--- config.mk ---
export PLATFORM = sky130hd
export DESIGN_NAME = sup_trap_unit
export DESIGN_NICKNAME = d
export VERILOG_FILES = /design/src/rtl/sup_trap_pkg.sv /design/src/rtl/sup_trap_cause_enc.sv /design/src/rtl/sup_trap_field.sv /design/src/rtl/sup_trap_status.sv /design/src/rtl/sup_trap_redirect.sv /design/src/rtl/sup_trap_unit.sv
export SDC_FILE = /design/constraint.sdc
export NUM_CORES = 1
export LEC_CHECK = 0
export BUFFER_PORTS_ARGS = -buffer_cell sky130_fd_sc_hd__buf_2
export CAP_MARGIN = 25
export CORE_MARGIN = 2
export CORE_UTILIZATION = 35
export CTS_CLUSTER_DIAMETER = 80
export CTS_CLUSTER_SIZE = 25
export DETAILED_ROUTE_END_ITERATION = 10
export PLACE_DENSITY_LB_ADDON = 0.12
export SLEW_MARGIN = 0
export SYNTH_ARGS = -nofsm -noshare
export SYNTH_HDL_FRONTEND = slang
export SYNTH_SLANG_ARGS = --single-unit
--- constraint.sdc ---
create_clock -name clk -period 1.2 [get_ports clk]
set_input_delay 0.12 -clock clk [delete_from_list [all_inputs] [get_ports clk]]
set_output_delay 0.12 -clock clk [all_outputs]
set_load 0.02 [all_outputs]
--- src/rtl/sup_trap_pkg.sv ---
// Shared constants for the supervisor trap state unit: fault kinds,
// cause codes, status bit positions, CSR addresses and field indices.
// Assumes a CSR address space of at least three bits.
package sup_trap_pkg;

    typedef enum logic [1:0] {
        FK_FETCH = 2'd0,
        FK_LOAD  = 2'd1,
        FK_STORE = 2'd2,
        FK_RSVD  = 2'd3
    } fault_kind_e;

    localparam int CODE_W = 5;
    localparam logic [CODE_W-1:0] CODE_FETCH_PF = 5'd12;
    localparam logic [CODE_W-1:0] CODE_LOAD_PF  = 5'd13;
    localparam logic [CODE_W-1:0] CODE_STORE_PF = 5'd15;

    // status register bit positions
    localparam int ST_IE    = 0;
    localparam int ST_PIE   = 1;
    localparam int ST_PPRIV = 2;
    localparam int ST_W     = 3;

    localparam logic PRIV_USER = 1'b0;
    localparam logic PRIV_SUP  = 1'b1;

    // CSR addresses seen by software
    localparam int A_STATUS = 0;
    localparam int A_VEC    = 1;
    localparam int A_EPC    = 2;
    localparam int A_CAUSE  = 3;
    localparam int A_TVAL   = 4;

    // indices of the data-field registers
    localparam int NFLD      = 4;
    localparam int FLD_VEC   = 0;
    localparam int FLD_EPC   = 1;
    localparam int FLD_CAUSE = 2;
    localparam int FLD_TVAL  = 3;

    // maps a field index to its software address
    function automatic int fld_addr(input int idx);
        case (idx)
            FLD_VEC:   return A_VEC;
            FLD_EPC:   return A_EPC;
            FLD_CAUSE: return A_CAUSE;
            default:   return A_TVAL;
        endcase
    endfunction

endpackage

--- src/rtl/sup_trap_cause_enc.sv ---
// Turns a fault request into a take strobe and a zero-extended cause
// code. Assumes fault_kind_i is meaningful only while fault_valid_i is high;
// the reserved kind yields no take.
module sup_trap_cause_enc
    import sup_trap_pkg::*;
#(
    parameter int XLEN = 32
) (
    input  logic            fault_valid_i,
    input  logic [1:0]      fault_kind_i,
    output logic            take_o,
    output logic [XLEN-1:0] code_o
);

    logic [CODE_W-1:0] code_s;

    // select the code for the access kind and gate the take strobe
    always_comb begin
        code_s = '0;
        take_o = 1'b0;
        case (fault_kind_e'(fault_kind_i))
            FK_FETCH: begin code_s = CODE_FETCH_PF; take_o = fault_valid_i; end
            FK_LOAD:  begin code_s = CODE_LOAD_PF;  take_o = fault_valid_i; end
            FK_STORE: begin code_s = CODE_STORE_PF; take_o = fault_valid_i; end
            default:  begin code_s = '0;            take_o = 1'b0;          end
        endcase
    end

    assign code_o = {{(XLEN-CODE_W){1'b0}}, code_s};

endmodule

--- src/rtl/sup_trap_field.sv ---
// One trap data register with two load sources: a hardware trap load, which
// has priority, and a masked software load. Assumes both loads are one-cycle
// strobes from the same clock domain.
module sup_trap_field #(
    parameter int           W     = 32,
    parameter logic [W-1:0] RST   = '0,
    parameter logic [W-1:0] WMASK = '1
) (
    input  logic         clk,
    input  logic         rst_n,
    input  logic         trap_ld_i,
    input  logic [W-1:0] trap_val_i,
    input  logic         sw_ld_i,
    input  logic [W-1:0] sw_val_i,
    output logic [W-1:0] q_o
);

    // hold the value; the trap load beats the software load
    always_ff @(posedge clk) begin
        if (!rst_n)         q_o <= RST;
        else if (trap_ld_i) q_o <= trap_val_i;
        else if (sw_ld_i)   q_o <= sw_val_i & WMASK;
    end

endmodule

--- src/rtl/sup_trap_status.sv ---
// The saved status bits and the current mode. The priority order is:
// trap entry, then trap return, then software write. Assumes the
// software write carries only the three status bits.
module sup_trap_status
    import sup_trap_pkg::*;
(
    input  logic            clk,
    input  logic            rst_n,
    input  logic            trap_i,
    input  logic            tret_i,
    input  logic            sw_we_i,
    input  logic [ST_W-1:0] sw_val_i,
    output logic            ie_o,
    output logic            pie_o,
    output logic            ppriv_o,
    output logic            priv_o
);

    // update the enable and privilege state on trap, return or write
    always_ff @(posedge clk) begin
        if (!rst_n) begin
            ie_o    <= 1'b0;
            pie_o   <= 1'b0;
            ppriv_o <= PRIV_USER;
            priv_o  <= PRIV_SUP;
        end else if (trap_i) begin
            pie_o   <= ie_o;
            ie_o    <= 1'b0;
            ppriv_o <= priv_o;
            priv_o  <= PRIV_SUP;
        end else if (tret_i) begin
            ie_o    <= pie_o;
            pie_o   <= 1'b1;
            ppriv_o <= PRIV_USER;
            priv_o  <= ppriv_o;
        end else if (sw_we_i) begin
            ie_o    <= sw_val_i[ST_IE];
            pie_o   <= sw_val_i[ST_PIE];
            ppriv_o <= sw_val_i[ST_PPRIV];
        end
    end

endmodule

--- src/rtl/sup_trap_redirect.sv ---
// Registers the fetch redirect: a one-cycle strobe with the vector base on a
// trap, or the exception PC on a return. Assumes the caller has already
// given the trap priority over a return arriving in the same cycle.
module sup_trap_redirect #(
    parameter int XLEN = 32
) (
    input  logic            clk,
    input  logic            rst_n,
    input  logic            trap_i,
    input  logic            tret_i,
    input  logic [XLEN-1:0] vec_i,
    input  logic [XLEN-1:0] epc_i,
    output logic            valid_o,
    output logic [XLEN-1:0] pc_o
);

    // raise the strobe for one cycle and latch the target
    always_ff @(posedge clk) begin
        if (!rst_n) begin
            valid_o <= 1'b0;
            pc_o    <= '0;
        end else begin
            valid_o <= trap_i | tret_i;
            if (trap_i)      pc_o <= vec_i;
            else if (tret_i) pc_o <= epc_i;
        end
    end

endmodule

--- src/rtl/sup_trap_unit.sv ---
// Supervisor trap state unit. It captures the cause, fault address and
// return PC on a translation fault, saves the enable and privilege bits,
// and redirects fetch to the vector base. Trap-return restores that state.
// Software uses a CSR port with a combinational read. Assumes that fault
// and trap-return requests are single-cycle strobes.
module sup_trap_unit
    import sup_trap_pkg::*;
#(
    parameter int              XLEN      = 32,
    parameter int              CSR_AW    = 3,
    parameter logic [XLEN-1:0] RESET_VEC = 32'h0000_0100
) (
    input  logic              clk,
    input  logic              rst_n,
    input  logic              fault_valid_i,
    input  logic [1:0]        fault_kind_i,
    input  logic [XLEN-1:0]   fault_pc_i,
    input  logic [XLEN-1:0]   fault_addr_i,
    input  logic              tret_i,
    input  logic              csr_we_i,
    input  logic [CSR_AW-1:0] csr_addr_i,
    input  logic [XLEN-1:0]   csr_wdata_i,
    output logic [XLEN-1:0]   csr_rdata_o,
    output logic              redirect_valid_o,
    output logic [XLEN-1:0]   redirect_pc_o,
    output logic              priv_o,
    output logic              irq_en_o
);

    localparam logic [XLEN-1:0] VEC_MASK = {{(XLEN-2){1'b1}}, 2'b00};
    localparam logic [XLEN-1:0] ALL_ONES = {XLEN{1'b1}};

    logic            trap_take;
    logic [XLEN-1:0] trap_code;
    logic            tret_eff;
    logic            st_we;

    logic            trap_ld  [NFLD];
    logic [XLEN-1:0] trap_val [NFLD];
    logic            sw_ld    [NFLD];
    logic [XLEN-1:0] fld_q    [NFLD];

    logic [XLEN-1:0] vec_q, epc_q, cause_q, tval_q;
    logic            ie_q, pie_q, ppriv_q;

    sup_trap_cause_enc #(.XLEN(XLEN)) u_enc (
        .fault_valid_i (fault_valid_i),
        .fault_kind_i  (fault_kind_i),
        .take_o        (trap_take),
        .code_o        (trap_code)
    );

    // a return in the same cycle as a fault is dropped
    assign tret_eff = tret_i && !trap_take;
    assign st_we    = csr_we_i && (int'(csr_addr_i) == A_STATUS);

    // route the trap-time values to each data field
    always_comb begin
        trap_ld[FLD_VEC]    = 1'b0;
        trap_val[FLD_VEC]   = '0;
        trap_ld[FLD_EPC]    = trap_take;
        trap_val[FLD_EPC]   = fault_pc_i;
        trap_ld[FLD_CAUSE]  = trap_take;
        trap_val[FLD_CAUSE] = trap_code;
        trap_ld[FLD_TVAL]   = trap_take;
        trap_val[FLD_TVAL]  = fault_addr_i;
    end

    for (genvar g = 0; g < NFLD; g++) begin : g_fld
        localparam logic [XLEN-1:0] RSTV = (g == FLD_VEC) ? (RESET_VEC & VEC_MASK) : '0;
        localparam logic [XLEN-1:0] MSK  = (g == FLD_VEC) ? VEC_MASK : ALL_ONES;

        assign sw_ld[g] = csr_we_i && (int'(csr_addr_i) == fld_addr(g));

        sup_trap_field #(.W(XLEN), .RST(RSTV), .WMASK(MSK)) u_fld (
            .clk        (clk),
            .rst_n      (rst_n),
            .trap_ld_i  (trap_ld[g]),
            .trap_val_i (trap_val[g]),
            .sw_ld_i    (sw_ld[g]),
            .sw_val_i   (csr_wdata_i),
            .q_o        (fld_q[g])
        );
    end

    assign vec_q   = fld_q[FLD_VEC];
    assign epc_q   = fld_q[FLD_EPC];
    assign cause_q = fld_q[FLD_CAUSE];
    assign tval_q  = fld_q[FLD_TVAL];

    sup_trap_status u_status (
        .clk      (clk),
        .rst_n    (rst_n),
        .trap_i   (trap_take),
        .tret_i   (tret_eff),
        .sw_we_i  (st_we),
        .sw_val_i (csr_wdata_i[ST_W-1:0]),
        .ie_o     (ie_q),
        .pie_o    (pie_q),
        .ppriv_o  (ppriv_q),
        .priv_o   (priv_o)
    );

    assign irq_en_o = ie_q;

    sup_trap_redirect #(.XLEN(XLEN)) u_redir (
        .clk     (clk),
        .rst_n   (rst_n),
        .trap_i  (trap_take),
        .tret_i  (tret_eff),
        .vec_i   (vec_q),
        .epc_i   (epc_q),
        .valid_o (redirect_valid_o),
        .pc_o    (redirect_pc_o)
    );

    // software read mux; unmapped addresses read zero
    always_comb begin
        csr_rdata_o = '0;
        case (int'(csr_addr_i))
            A_STATUS: begin
                csr_rdata_o[ST_IE]    = ie_q;
                csr_rdata_o[ST_PIE]   = pie_q;
                csr_rdata_o[ST_PPRIV] = ppriv_q;
            end
            A_VEC:   csr_rdata_o = vec_q;
            A_EPC:   csr_rdata_o = epc_q;
            A_CAUSE: csr_rdata_o = cause_q;
            A_TVAL:  csr_rdata_o = tval_q;
            default: csr_rdata_o = '0;
        endcase
    end

endmodule

==> impl_metrics.csv <==
group,metric,value,unit
floorplanning,die_area,23400,um^2
critical_path,worstPathCellList,"mux4_2, inv_2, o32ai_2, buf_4",
floorplanning,row_count,54,
clock_network,cts_tree,"done",
power,power.switching,0.00387,W
worst_hold_path,hold_path_class,"input pin to register",
critical_path,cpMaxStageDelayCell,"mux4_2",
critical_path,rrSetupSlack,0.24,ns
yosys,postSynth.asyncResetShare,0,
route,drc,0,
worst_hold_path,min_from,"fault_addr_i[24]",
power,ir_drop,0.000901,V
floorplanning,fp.dieW,153,um
route,wl,24300,um
route,postRouteAntennaNets,0,
yosys,syn-cell-area,7760,um^2
outcome,status,"finished with violations",
critical_path,r2r_cells,4,
critical_path,worst-setup-path-type,"register to output pin",
clock_network,htree_num_levels,4,
floorplanning,start_util,0.356,
timing,slew_violations,0,
grt,grt_pass1_wl,39200,um
power,p_per_area,1290,nW/um^2
critical_path,timing.rr.end,"u_status.ie_o",
critical_path,crit_buf_inv,2,
yosys,synthTopCellsByArea,"dfxtp_1 (42%), nand2_1 (14%), o211a_1 (12%), mux2i_1 (4.6%), nand3_1 (4.4%)",
placement,dp_hpwl,17100,um
yosys,synth_common_cells,"nand2_1 (289), dfxtp_1 (163), o211a_1 (95)",
placement,place.gp.congestion,0.760,
yosys,synth_cell_types,36,
yosys,synth_top_area_frac,0.421,
route,firstDrtPassIters,4,
yosys,synth_area_per_cell,8.42,um^2
worst_hold_path,hold_depth,4,
yosys,synth_area_leader_cell,"dfxtp_1",
clock_network,cts_buffer_depth,2,
route,drt_iter0_markers,376,
timing,finalCritPeriodShare,1.38,
finish,multi_input_area,4350,um^2
power,switching_share,0.277,
placement,port_buffers,172,
power,seqPwrFrac,0.425,
clock_network,clk_pin_slew,0.07,ns
critical_path,cp_max_fo,2,
finish,num-fill-cells,2100,
timing,slew_headroom,0.715,
timing,worst_pin_slew,0.428,ns
finish,syn_to_final_growth,39.2,%
grt,grt.total_usage,0.208,
floorplanning,io-pin-count,173,
critical_path,start_kind,"register",
clock_network,clock_latency,0.43,ns
finish,fin_nets,1263,
power,p_clk_frac,0.407,
clock_network,clock-sinks,163,
yosys,yosysMostFrequentCell,"nand2_1",
clock_network,cts_buffers,17,
finish,drive_gt1_frac,0.342,
placement,placed_cell_area,9490,um^2
critical_path,arrival,1.53,ns
yosys,yosysSeqAreaShare,0.421,
timing,fin_ws,-0.453,ns
clock_network,cts_root_buf,"clkbuf_16",
grt,grt_pass1_vias,7356,
timing,finClkSkew,0.00836,ns
yosys,synth_nets,1031,
critical_path,cp_data_required_time,1.08,ns
route,vias_per_cell,5.06,
finish,design_area,10800,um^2
timing,timing.fmax,605,MHz
timing,setup_viol,32,
grt,grt_max_degree,37,
critical_path,cpPeakStageDelay,0.47,ns
power,p_int,0.0101,W
route,num_vias,7331,
grt,antenna_found_initial,2,
power,comb_power_share,0.168,
critical_path,startpoint,"g_fld[2].u_fld.q_o[2]",
timing,rsz0062_at_grt,"yes",
outcome,violations,"setup timing",
critical_path,critPathTopFamily,"multiplexers",
critical_path,crit_path_end_kind,"output pin",
timing,final_hold_viol_count,0,
finish,register_area,3300,um^2
timing,finalSetupTns,-10.59,ns
power,p_leak,5.42,nW
floorplanning,core_area,21800,um^2
floorplanning,chipHeight,153,um
route,wl_per_cell,16.8,um
yosys,synth_enable_flop_cells,0,
job,drv_cap,0,
yosys,ys_seq_elements,163,
yosys,synth_top_flop_cell,"dfxtp_1",
yosys,syn_inst,922,
worst_hold_path,holdPathEnd,"g_fld[3].u_fld.q_o[24]",
grt,grt-ovfl-total,0,
critical_path,rr_startpoint,"u_status.ie_o",
timing,fin_crit,1.65,ns
yosys,yosys_warnings,0,
-- power groups by stage --
stage	clock network [W]	registers, W	logic [W]
final	0.00568	0.00594	0.00235
after global routing	0.00605	0.00598	0.00257
after CTS	0.00579	0.00594	0.00234
after detailed placement	0	0.00605	0.00220
after global placement	0	0.00605	0.00219
after floorplan	0	0.00609	0.00120
-- timing repair --
action                                  4_1_cts  5_1_grt
pin swaps                                     1       11
hold buffers                                 32        0
buffers inserted                              6        6
gates resized for setup                      63       31
hold endpoints to repair                     61        0
endpoints found under the setup margin       32       32
-- worst reg2reg max path: cells and delay by family (launching register included) --
kind / cells / cell delay (ns)
buf+inv: 1 / 0.13
simple gates: 1 / 0.05
mux: 2 / 0.37
flops: 1 / 0.31
-- state kept, by name, indices dropped and copies added (netlist names) --
name / count
u_status.pie_o: 1
u_status.ie_o: 1
u_redir.valid_o: 1
u_status.priv_o: 1
g_fld.u_fld.q_o: 126
u_status.ppriv_o: 1
u_redir.pc_o: 32
-- metal layers --
metal | vias to the layer above | GRT usage | wire length, um | share of wire
met3 | 19 | 0.0491 | 1120 | 0.046
li1 | 3695 | - | - | -
met5 | - | 0 | 13 | 0.00054
met1 | 3468 | 0.266 | 11300 | 0.47
met4 | 2 | 0.0498 | 206 | 0.0085
met2 | 147 | 0.357 | 11600 | 0.48
-- cells by family (layout without fill, tap and decap cells) --
kind of cell	Yosys count	after routing	share of synthesized area
AO/OA/AOI/OAI	225	225	0.229
adder cells (fa/ha/maj)	3	3	0.00484
buffers and inverters	86	331	0.0500
flip-flops	163	163	0.421
multiplexers	67	67	0.0929
other	0	1	0
AND/OR/NAND/NOR	378	378	0.202
-- cell type report --
cell class / instances / share of cell area
Clock buffer: 20 / 0.0432
Inverter: 2 / 0.000695
Sequential cell: 163 / 0.305
Clock inverter: 12 / 0.0134
Multi-Input combinational cell: 673 / 0.403
Tap cell: 280 / 0.0324
Antenna cell: 1 / 0.000232
Timing Repair Buffer: 297 / 0.201
-- stage by stage --
stage | cells | util | worst slack, ns | total power (W) | hold WS, ns
after floorplan | 922 | - | -0.0576 | 0.00729 | 0.244
after global routing | 1447 | 0.495 | -0.500 | 0.0146 | 0.0284
after global placement | 1371 | 0.435 | -0.383 | 0.00824 | 0.399
after detailed placement | 1371 | 0.435 | -0.363 | 0.00825 | 0.401
final | 1448 | 0.495 | -0.453 | 0.0140 | 0.0303
after CTS | 1441 | 0.488 | -0.484 | 0.0141 | 0.00995
-- cell usage in the layout, fill, tap and decap left out, types with 2 or more instances in the layout --
master         Yosys  layout
nand2_1          289     288
a31oi_1            6       6
mux2_4             0      11
nand3_1           68      67
ha_1               3       3
clkbuf_8           0       3
nand2b_4           1       2
a21boi_1          10      10
nand2b_1           3       2
nor2_1             6       6
o21ai_0           27       7
a21boi_0          20      20
buf_12             0      18
buf_6              0       5
clkinvlp_4         0       4
o211a_1           95      95
dfxtp_2            0      28
o21ai_2            1       4
o21ai_4            1       2
o21ai_1            5      21
a22oi_1           29       4
buf_2             40     151
bufinv_16          0       2
or3_1              2       2
inv_6              0       4
dfxtp_1          163     135
clkbuf_16          0      17
mux2i_1           36      36
mux2_2            30      19
dlygate4sd3_1      0      32
a21oi_1           28      28
a22oi_2            0      25
nor2b_4            0       2
buf_4              4      91
-- worst max path at each step --
| stage | endpoint | slack [ns] | depth (start not counted) |
|---|---|---|---|
| after floorplan | g_fld[2].u_fld.q_o[10] | -0.06 | 7 |
| after global placement | csr_rdata_o[17] | -0.38 | 7 |
| after detailed placement | csr_rdata_o[17] | -0.36 | 7 |
| after CTS | csr_rdata_o[2] | -0.48 | 4 |
| after global routing | csr_rdata_o[2] | -0.50 | 4 |
| final | csr_rdata_o[2] | -0.45 | 4 |
Power figures use the tool's default switching activity.
